<file path="src/rtl/tlb_pkg.sv">
package tlb_pkg;

    localparam int unsigned PAGE_OFS_W = 12;

    // How a fill picked its destination entry
    typedef enum logic [1:0] {
        FK_MATCH = 2'd0,   // page already present, overwrite in place
        FK_EMPTY = 2'd1,   // first invalid entry
        FK_UNREF = 2'd2,   // first unused entry scanning from pointer
        FK_PTR   = 2'd3    // every entry used, take pointer entry
    } fill_kind_e;

endpackage

</file>
<file path="src/rtl/tlb_cam.sv">
module tlb_cam #(
    parameter int unsigned N  = 16,
    parameter int unsigned KW = 20,
    localparam int unsigned IW = $clog2(N)
) (
    input  logic [N-1:0]         valid,
    input  logic [N-1:0][KW-1:0] tags,
    input  logic [KW-1:0]        key,
    output logic [N-1:0]         hit_vec,
    output logic                 any,
    output logic [IW-1:0]        idx
);

    genvar g;
    generate
        for (g = 0; g < N; g++) begin : g_cmp
            assign hit_vec[g] = valid[g] && (tags[g] == key);
        end
    endgenerate

    assign any = |hit_vec;

    // Encoder: at most one bit is set, so OR-ing indices is exact
    always_comb begin
        idx = '0;
        for (int i = 0; i < N; i++) begin
            if (hit_vec[i]) begin
                idx = idx | IW'(i);
            end
        end
    end

endmodule

</file>
<file path="src/rtl/tlb_victim.sv">
module tlb_victim
    import tlb_pkg::*;
#(
    parameter int unsigned N = 16,
    localparam int unsigned IW = $clog2(N)
) (
    input  logic [N-1:0]  valid,
    input  logic [N-1:0]  refb,
    input  logic [IW-1:0] ptr,
    input  logic          match_any,
    input  logic [IW-1:0] match_idx,
    output logic [IW-1:0] victim,
    output fill_kind_e    kind
);

    logic          empty_found;
    logic [IW-1:0] empty_idx;
    logic          unref_found;
    logic [IW-1:0] unref_idx;
    logic [IW-1:0] scan_pos;

    // Lowest invalid entry
    always_comb begin
        empty_found = 1'b0;
        empty_idx   = '0;
        for (int i = 0; i < N; i++) begin
            if (!valid[i] && !empty_found) begin
                empty_found = 1'b1;
                empty_idx   = IW'(i);
            end
        end
    end

    // First unused entry, scanning upward from the pointer with wrap
    always_comb begin
        unref_found = 1'b0;
        unref_idx   = ptr;
        scan_pos    = ptr;
        for (int k = 0; k < N; k++) begin
            scan_pos = ptr + IW'(k);
            if (!refb[scan_pos] && !unref_found) begin
                unref_found = 1'b1;
                unref_idx   = scan_pos;
            end
        end
    end

    always_comb begin
        if (match_any) begin
            victim = match_idx;
            kind   = FK_MATCH;
        end else if (empty_found) begin
            victim = empty_idx;
            kind   = FK_EMPTY;
        end else if (unref_found) begin
            victim = unref_idx;
            kind   = FK_UNREF;
        end else begin
            victim = ptr;
            kind   = FK_PTR;
        end
    end

endmodule

</file>
<file path="src/rtl/tlb_xlate.sv">
module tlb_xlate
    import tlb_pkg::*;
#(
    parameter int unsigned VA_W    = 32,
    parameter int unsigned PA_W    = 32,
    parameter int unsigned ENTRIES = 16
) (
    input  logic                       clk,
    input  logic                       rst_n,
    input  logic                       lk_valid,
    input  logic                       lk_write,
    input  logic [VA_W-1:0]            lk_vaddr,
    output logic                       lk_hit,
    output logic                       lk_miss_exc,
    output logic [PA_W-1:0]            lk_paddr,
    output logic                       lk_ref,
    output logic                       lk_dirty,
    input  logic                       fill_valid,
    input  logic [VA_W-PAGE_OFS_W-1:0] fill_vpn,
    input  logic [PA_W-PAGE_OFS_W-1:0] fill_ppn,
    input  logic                       ref_clear
);

    localparam int unsigned VPN_W = VA_W - PAGE_OFS_W;
    localparam int unsigned PPN_W = PA_W - PAGE_OFS_W;
    localparam int unsigned IDX_W = $clog2(ENTRIES);

    typedef struct packed {
        logic [ENTRIES-1:0]            valid;
        logic [ENTRIES-1:0]            refb;
        logic [ENTRIES-1:0]            dirty;
        logic [ENTRIES-1:0][VPN_W-1:0] tag;
        logic [ENTRIES-1:0][PPN_W-1:0] ppn;
        logic [IDX_W-1:0]              ptr;
    } tlb_state_t;

    tlb_state_t st_d, st_q;

    logic [ENTRIES-1:0] lk_vec;
    logic               lk_any;
    logic [IDX_W-1:0]   lk_idx;
    logic [ENTRIES-1:0] fill_vec;
    logic               fill_any;
    logic [IDX_W-1:0]   fill_idx;
    logic [IDX_W-1:0]   vic_idx;
    fill_kind_e         vic_kind;

    tlb_cam #(.N(ENTRIES), .KW(VPN_W)) u_lk_cam (
        .valid   (st_q.valid),
        .tags    (st_q.tag),
        .key     (lk_vaddr[VA_W-1:PAGE_OFS_W]),
        .hit_vec (lk_vec),
        .any     (lk_any),
        .idx     (lk_idx)
    );

    tlb_cam #(.N(ENTRIES), .KW(VPN_W)) u_fill_cam (
        .valid   (st_q.valid),
        .tags    (st_q.tag),
        .key     (fill_vpn),
        .hit_vec (fill_vec),
        .any     (fill_any),
        .idx     (fill_idx)
    );

    tlb_victim #(.N(ENTRIES)) u_victim (
        .valid     (st_q.valid),
        .refb      (st_q.refb),
        .ptr       (st_q.ptr),
        .match_any (fill_any),
        .match_idx (fill_idx),
        .victim    (vic_idx),
        .kind      (vic_kind)
    );

    // Lookup outputs, combinational from inputs and state
    always_comb begin
        lk_hit      = lk_valid && lk_any;
        lk_miss_exc = lk_valid && !lk_any;
        lk_paddr    = '0;
        lk_ref      = 1'b0;
        lk_dirty    = 1'b0;
        if (lk_hit) begin
            lk_paddr = {st_q.ppn[lk_idx], lk_vaddr[PAGE_OFS_W-1:0]};
            lk_ref   = st_q.refb[lk_idx];
            lk_dirty = st_q.dirty[lk_idx];
        end
    end

    // Next state: clear, then access marks, then fill overrides its entry
    always_comb begin
        st_d = st_q;
        if (ref_clear) begin
            st_d.refb = '0;
        end
        if (lk_hit) begin
            st_d.refb[lk_idx] = 1'b1;
            if (lk_write) begin
                st_d.dirty[lk_idx] = 1'b1;
            end
        end
        if (fill_valid) begin
            st_d.valid[vic_idx] = 1'b1;
            st_d.tag[vic_idx]   = fill_vpn;
            st_d.ppn[vic_idx]   = fill_ppn;
            st_d.refb[vic_idx]  = 1'b0;
            st_d.dirty[vic_idx] = 1'b0;
            if (vic_kind == FK_UNREF || vic_kind == FK_PTR) begin
                st_d.ptr = vic_idx + IDX_W'(1);
            end
        end
    end

    always_ff @(posedge clk or negedge rst_n) begin
        if (!rst_n) begin
            st_q <= '0;
        end else begin
            st_q <= st_d;
        end
    end

    AST_NO_DUP_ENTRY: assert property (@(posedge clk) disable iff (!rst_n)
        $onehot0(lk_vec));

    AST_REF_AFTER_HIT: assert property (@(posedge clk) disable iff (!rst_n)
        (lk_hit && !(fill_valid && vic_idx == lk_idx)) |=> st_q.refb[$past(lk_idx)]);

    AST_DIRTY_AFTER_WRITE: assert property (@(posedge clk) disable iff (!rst_n)
        (lk_hit && lk_write && !(fill_valid && vic_idx == lk_idx)) |=> st_q.dirty[$past(lk_idx)]);

    AST_MISS_KEEPS_FLAGS: assert property (@(posedge clk) disable iff (!rst_n)
        (lk_miss_exc && !fill_valid && !ref_clear) |=> ($stable(st_q.refb) && $stable(st_q.dirty)));

    AST_CLEAR_ZEROES: assert property (@(posedge clk) disable iff (!rst_n)
        (ref_clear && !lk_hit && !fill_valid) |=> (st_q.refb == '0));

    AST_FILL_LANDS: assert property (@(posedge clk) disable iff (!rst_n)
        fill_valid |=> (st_q.valid[$past(vic_idx)] && st_q.tag[$past(vic_idx)] == $past(fill_vpn)
                        && !st_q.refb[$past(vic_idx)]));

endmodule

</file>
<file path="config.mk">
export PLATFORM = sky130hd
export DESIGN_NAME = tlb_xlate
export DESIGN_NICKNAME = d
export VERILOG_FILES = /design/src/rtl/tlb_pkg.sv /design/src/rtl/tlb_cam.sv /design/src/rtl/tlb_victim.sv /design/src/rtl/tlb_xlate.sv
export SDC_FILE = /design/constraint.sdc
export NUM_CORES = 2
export LEC_CHECK = 0
export BUFFER_PORTS_ARGS = -buffer_cell sky130_fd_sc_hd__clkbuf_2
export CORE_ASPECT_RATIO = 1.2
export CORE_UTILIZATION = 28
export DETAILED_ROUTE_END_ITERATION = 8
export GPL_ROUTABILITY_DRIVEN = 0
export SLEW_MARGIN = 10
export SYNTH_ARGS = -nofsm -noshare
export SYNTH_HDL_FRONTEND = slang
export SYNTH_SLANG_ARGS = --single-unit
</file>
<file path="constraint.sdc">
create_clock -name clk -period 7.7 [get_ports clk]
set_clock_uncertainty 0.1 [all_clocks]
set_input_delay 0.385 -clock clk [delete_from_list [all_inputs] [get_ports clk]]
set_output_delay 0.385 -clock clk [all_outputs]
set_load 0.01 [all_outputs]
</file>
==> Word-level counts from Yosys, hierarchy flattened <==
Cells that the tools add are included.
{ "word_totals": {"register_bits": 692, "input_bits": 78, "output_inout_bits": 36, "elab_cells": 393} }
{ "op_classes": {"n_addsub": 16, "n_lt_le_gt_ge": 20, "n_eq_ne": 34, "mux": 152, "bitwise": 6, "reduce_logical": 129} }
{ "ops": {"columns": ["op", "count"], "rows": [
  ["676-bit 2-to-1 mux", 1],
  ["320-bit bitwise mux", 2],
  ["20-bit equality test", 32],
  ["4-bit 2-to-1 mux", 49],
  ["4-bit by 5-bit less-than comparator with 1-bit output (second input constant)", 18],
  ["20-bit binary-select mux with 4-bit select", 1],
  ["20-bit demux with 4-bit select", 1],
  ["1-bit binary-select mux with 4-bit select", 18],
  ["1-bit logical AND", 66],
  ["32-bit 2-to-1 mux", 2],
  ["1-bit logical NOT", 59],
  ["1-bit 2-to-1 mux", 58],
  ["16-bit bitwise OR", 3],
  ["20-bit 2-to-1 mux", 2],
  ["4-bit adder (second input constant)", 8],
  ["16-bit AND", 2],
  ["16-bit 2-to-1 mux", 2],
  ["16-bit OR reduction", 2],
  ["3-bit 2-to-1 mux", 8],
  ["4-bit by 3-bit adder with 4-bit output (second input constant)", 4],
  ["16-bit NOT", 1],
  ["2-bit 2-to-1 mux", 6],
  ["4-bit by 1-bit adder with 4-bit output (second input constant)", 2],
  ["4-bit by 2-bit adder with 4-bit output (second input constant)", 2],
  ["5 further kinds", 8]
]} }

==> Longest topological paths before layout <==
{ "logic_depth": {"ltp_word": 58, "ltp_mapped": 22, "depth_no_buf": 16} }

==> Modules after synthesis <==
A second synthesis with hierarchy kept.
{ "hier_totals": {"hier_cells": 4265, "area_unflattened_um2": 40067.2} }
{ "modules_own_cells": {"columns": ["module", "instances", "cells_per_inst", "area_each_um2", "seq_area_each_um2"], "rows": [
  ["tlb_xlate", 1, 2912, 29077.9, 17316.6],
  ["tlb_cam", 2, 496, 4106.4, 0.0],
  ["tlb_victim", 1, 361, 2776.4, 0.0]
]} }

==> Least setup slack after synthesis <==
Ideal clock, no wire load.
{ "synth_path": {"kind": "flip-flop to flip-flop", "start": "reg st_q[1] (netlist bit)", "end": "reg with a tool-made name", "setup_ns": 0.125, "arrival_time_ns": 5.091, "required_ns": 7.475, "setup_slack_ns": 2.384, "path_stages_with_launch": 21, "path_buffers": 5, "synth_period_minus_slack_ns": 5.316, "cell_sequence": "dfrtp_1 -> buf_6 -> buf_6 -> buf_2 -> inv_1 -> ha_1 -> buf_4 -> mux4_2 -> mux2i_1 -> mux2i_1 -> a41oi_1 -> o32ai_1 -> a2111oi_0 -> o211ai_1 -> a211o_1 -> inv_1 -> ha_1 -> nand2_1 -> nor2_1 -> buf_2 -> mux2_2"} }
{ "synth_lines": {"columns": ["item", "line_no", "text"], "rows": [
  ["start, declared", "tlb_xlate.sv:37", "tlb_state_t st_d, st_q;"],
  ["start signal, assigned", "tlb_xlate.sv:118", "st_q <= st_d;"]
]} }

==> summary.md <==
| Metric | Value |
|---|---|
| Status | completed |
| CP bufs+invs | 3 |
| Crit path required time | 8150 ps |
| Synth warn | 0 |
| NumNets Final | 3741 |
| NetSw | 0.00601 W |
| Antenna-violating nets left | 0 |
| WHS | 68.8 ps |
| Dominant synthesized flop cell | dfrtp_1 |
| Fin. Hold Viols | 0 |
| Number of global-route vias before repair | 30100 |
| Filler cells | 15200 |
| Buffers on Ports | 113 |
| Clk network pwr share | 0.233 |
| CTS max path bufs | 3 |
| Synth Register Bits | 692 |
| Largest vdd supply drop | 0.000239 V |
| CP delay by family, top | multiplexers |
| Flop pwr share | 0.377 |
| Die ar. | 151000 sq um |
| Maximum clock rate | 153 MHz |
| Synthesized area | 41800 sq um |
| Largest stage delay on the critical path | 850 ps |
| Synth async-reset ratio | 1.00 |
| Core ar. | 149000 sq um |
| Total Routing Usage GR | 0.174 |
| EDFF count, synth | 0 |
| Largest net degree at the start of global routing | 161 |
| DIE WIDTH | 355 microns |
| Sw Share | 0.345 |
| HP Class | in2reg |
| Hold path start | lk_write |
| Vias after detailed routing | 29800 |
| Combinational power share | 0.390 |
| Worst Hold End | st_q[649] |
| Initial Util | 0.282 |
| Critical path peak fanout | 22 |
| Setup TNS | 0 ps |
| Flop2flop setup slack | 1150 ps |
| Pre-antenna DRT Iters | 6 |
| Num CTS Buffers | 82 |
| TritonCTS clock tree | done |
| Synth cell types | 84 |
| Crit. End Element | flop |
| Iter 0 DRT Violations | 2597 |
| Tmin final | 6550 ps |
| Syn Area/Cell | 11.5 sq um |
| Net Count, Synth | 3740 |
| Total gr overflow | 0 |
| Most frequent cells in the layout | dfrtp_1 (692), mux2_2 (532), xnor2_1 (488) |
| Leakage | 20.7 nW |
| Die height | 425 microns |
| First-pass GRT wire length | 199 mm |
| CP arrival | 7000 ps |
| Routed wire length per instance | 23.5 microns |
| Total Wirelength | 133 mm |
| Cells after synthesis | 3650 |
| Final cycle utilization of the critical path | 0.851 |
| Row count | 155 |
| I/O Pins | 114 |
| Max H-tree Level | 3 |
| RSZ-0062 raised after global routing | false |
| Worst slew pin tran | 1220 ps |
| Slew margin rel. | 0.184 |
| Vias per inst | 5.26 |
| Pwr Density | 369 nW/um^2 |
| Startpoint types | flop |
| Root Buffer | clkbuf_16 |
| Clk sink count | 692 |
| Initial antenna violation count | 9 |
| DRC Markers | 0 |
| Area grow syn2layout | 12.9% |
| Internal power | 0.0114 W |
| Hpwl dp | 88.0 mm |
| R2R depth | 16 |
| Worst R2R Start | st_q[1] |
| Most common cell after layout, fill and taps aside | dfrtp_1 |
| Sequential element share of the synthesized area | 0.414 |
| Hold Crit Depth | 3 |
| Maxcap violations | 0 |
| Slowest library cell on the worst path | ha_1 |
| Crit path cell chain | inv_1 > ha_1 > mux4_2 > mux2i_1 > mux2i_1 > a41oi_1 > o32ai_1 > a2111oi_0 > o211ai_1 > a211o_1 > inv_1 > ha_1 > nand2_1 > nor2b_4 > buf_12 > mux2_2 |
| Setup-failing EPs final | 0 |
| Share of cells above drive strength 1 | 0.304 |
| Clk_lat worst skew | 680 ps |
| Area of all sequential standard cells | 17300 sq um |
| WS Path Type | reg2reg |
| Fin. max-slew vios | 0 |
| Area of the multi-input gates | 23200 sq um |
| Worst-path clk slew | 60 ps |
worst max path at each step:
stage | from | endpoint | slack [ps] | depth (start not counted)
3_3_place_gp | st_q[1] | flop | 1330 | 16
5_1_grt | st_q[2] | flop | 850 | 16
6_report | st_q[1] | flop | 1150 | 16
2_1_floorplan | st_q[1] | flop | 2380 | 20
4_1_cts | st_q[1] | flop | 1270 | 15
3_5_place_dp | st_q[1] | flop | 1280 | 15
power by group through the flow:
stage,clock network (W),registers (W),logic [W]
6_report,0.00407,0.00657,0.00680
5_1_grt,0.00426,0.00676,0.00735
4_1_cts,0.00414,0.00654,0.00681
3_5_place_dp,0,0.00658,0.00678
3_3_place_gp,0,0.00652,0.00665
2_1_floorplan,0,0.00623,0.00549
repair_timing:
item / 4_1_cts / 5_1_grt
resized for setup: 0 / 0
setup buffers: 0 / 0
hold buffers: 1 / 0
hold endpoints to repair: 73 / 0
per-layer routing:
metal  part of all wire  GRT usage
met2               0.48      0.290
met3              0.059     0.0281
met4              0.041     0.0694
met5            0.00067          0
met1               0.42      0.224
worst register-to-register path, delay by kind of cell, from the launching register on:
family,cells,cell delay (ps)
mux,4,1850
fa+ha+maj,2,1010
flops,1,340
buf+inv,3,600
compound gates,5,1710
simple gates,2,830
synthesized netlist by cell type, drive strengths merged, types with 4 or more instances:
library cell / count / area, sq um
or2: 33 / 206
mux2i: 181 / 1820
o311ai: 6 / 52.6
o211ai: 15 / 113
inv: 24 / 90.1
nor3: 22 / 115
o22ai: 17 / 106
and2: 18 / 115
nand4: 166 / 1040
nand2: 175 / 657
or4: 12 / 90.1
xor2: 165 / 1450
nand2b: 13 / 81.3
a221o: 8 / 80.1
mux2: 698 / 8450
a31o: 6 / 52.6
dfrtp: 692 / 17300
xnor2: 494 / 4370
nor2: 97 / 364
a22oi: 23 / 173
nor4: 88 / 572
a31oi: 24 / 150
ha: 12 / 150
mux4: 33 / 743
nand3: 89 / 445
nand4b: 9 / 78.8
nor3b: 18 / 135
a211oi: 10 / 80.1
o32ai: 5 / 43.8
a21o: 5 / 37.5
and3: 21 / 131
buf: 146 / 847
o21ai: 49 / 249
clkbuf: 138 / 518
a21oi: 74 / 370
and4: 4 / 35.0
nor2b: 12 / 75.1
through the flow:
step	utilization	cell area (sq um)	cells	setup WS [ps]	total power, W
floorplan	-	41800	3650	2380	0.0117
global route	0.318	47200	5673	847	0.0184
finish	0.318	47300	5675	1150	0.0174
CTS	0.318	47200	5673	1270	0.0175
global placement	0.299	44400	5528	1330	0.0132
detailed placement	0.299	44400	5528	1280	0.0134
cell type report:
| type | count | area share |
|---|---|---|
| timing repair buffer | 201 | 0.0289 |
| clock inverter | 29 | 0.00927 |
| tap | 1962 | 0.0520 |
| sequential | 692 | 0.366 |
| inverter | 24 | 0.00191 |
| antenna | 2 | 0.000106 |
| clock buffer | 115 | 0.0507 |
| multi-input combinational | 2650 | 0.491 |
logic make-up after synthesis:
group | share of synthesized area
flip-flops | 0.414
buffers and inverters | 0.0348
AO/OA/AOI/OAI | 0.0445
adder cells (fa/ha/maj) | 0.00359
XOR/XNOR | 0.139
multiplexers | 0.263
AND/OR/NAND/NOR | 0.101
Note: power is estimated with default switching activity, not from simulation.
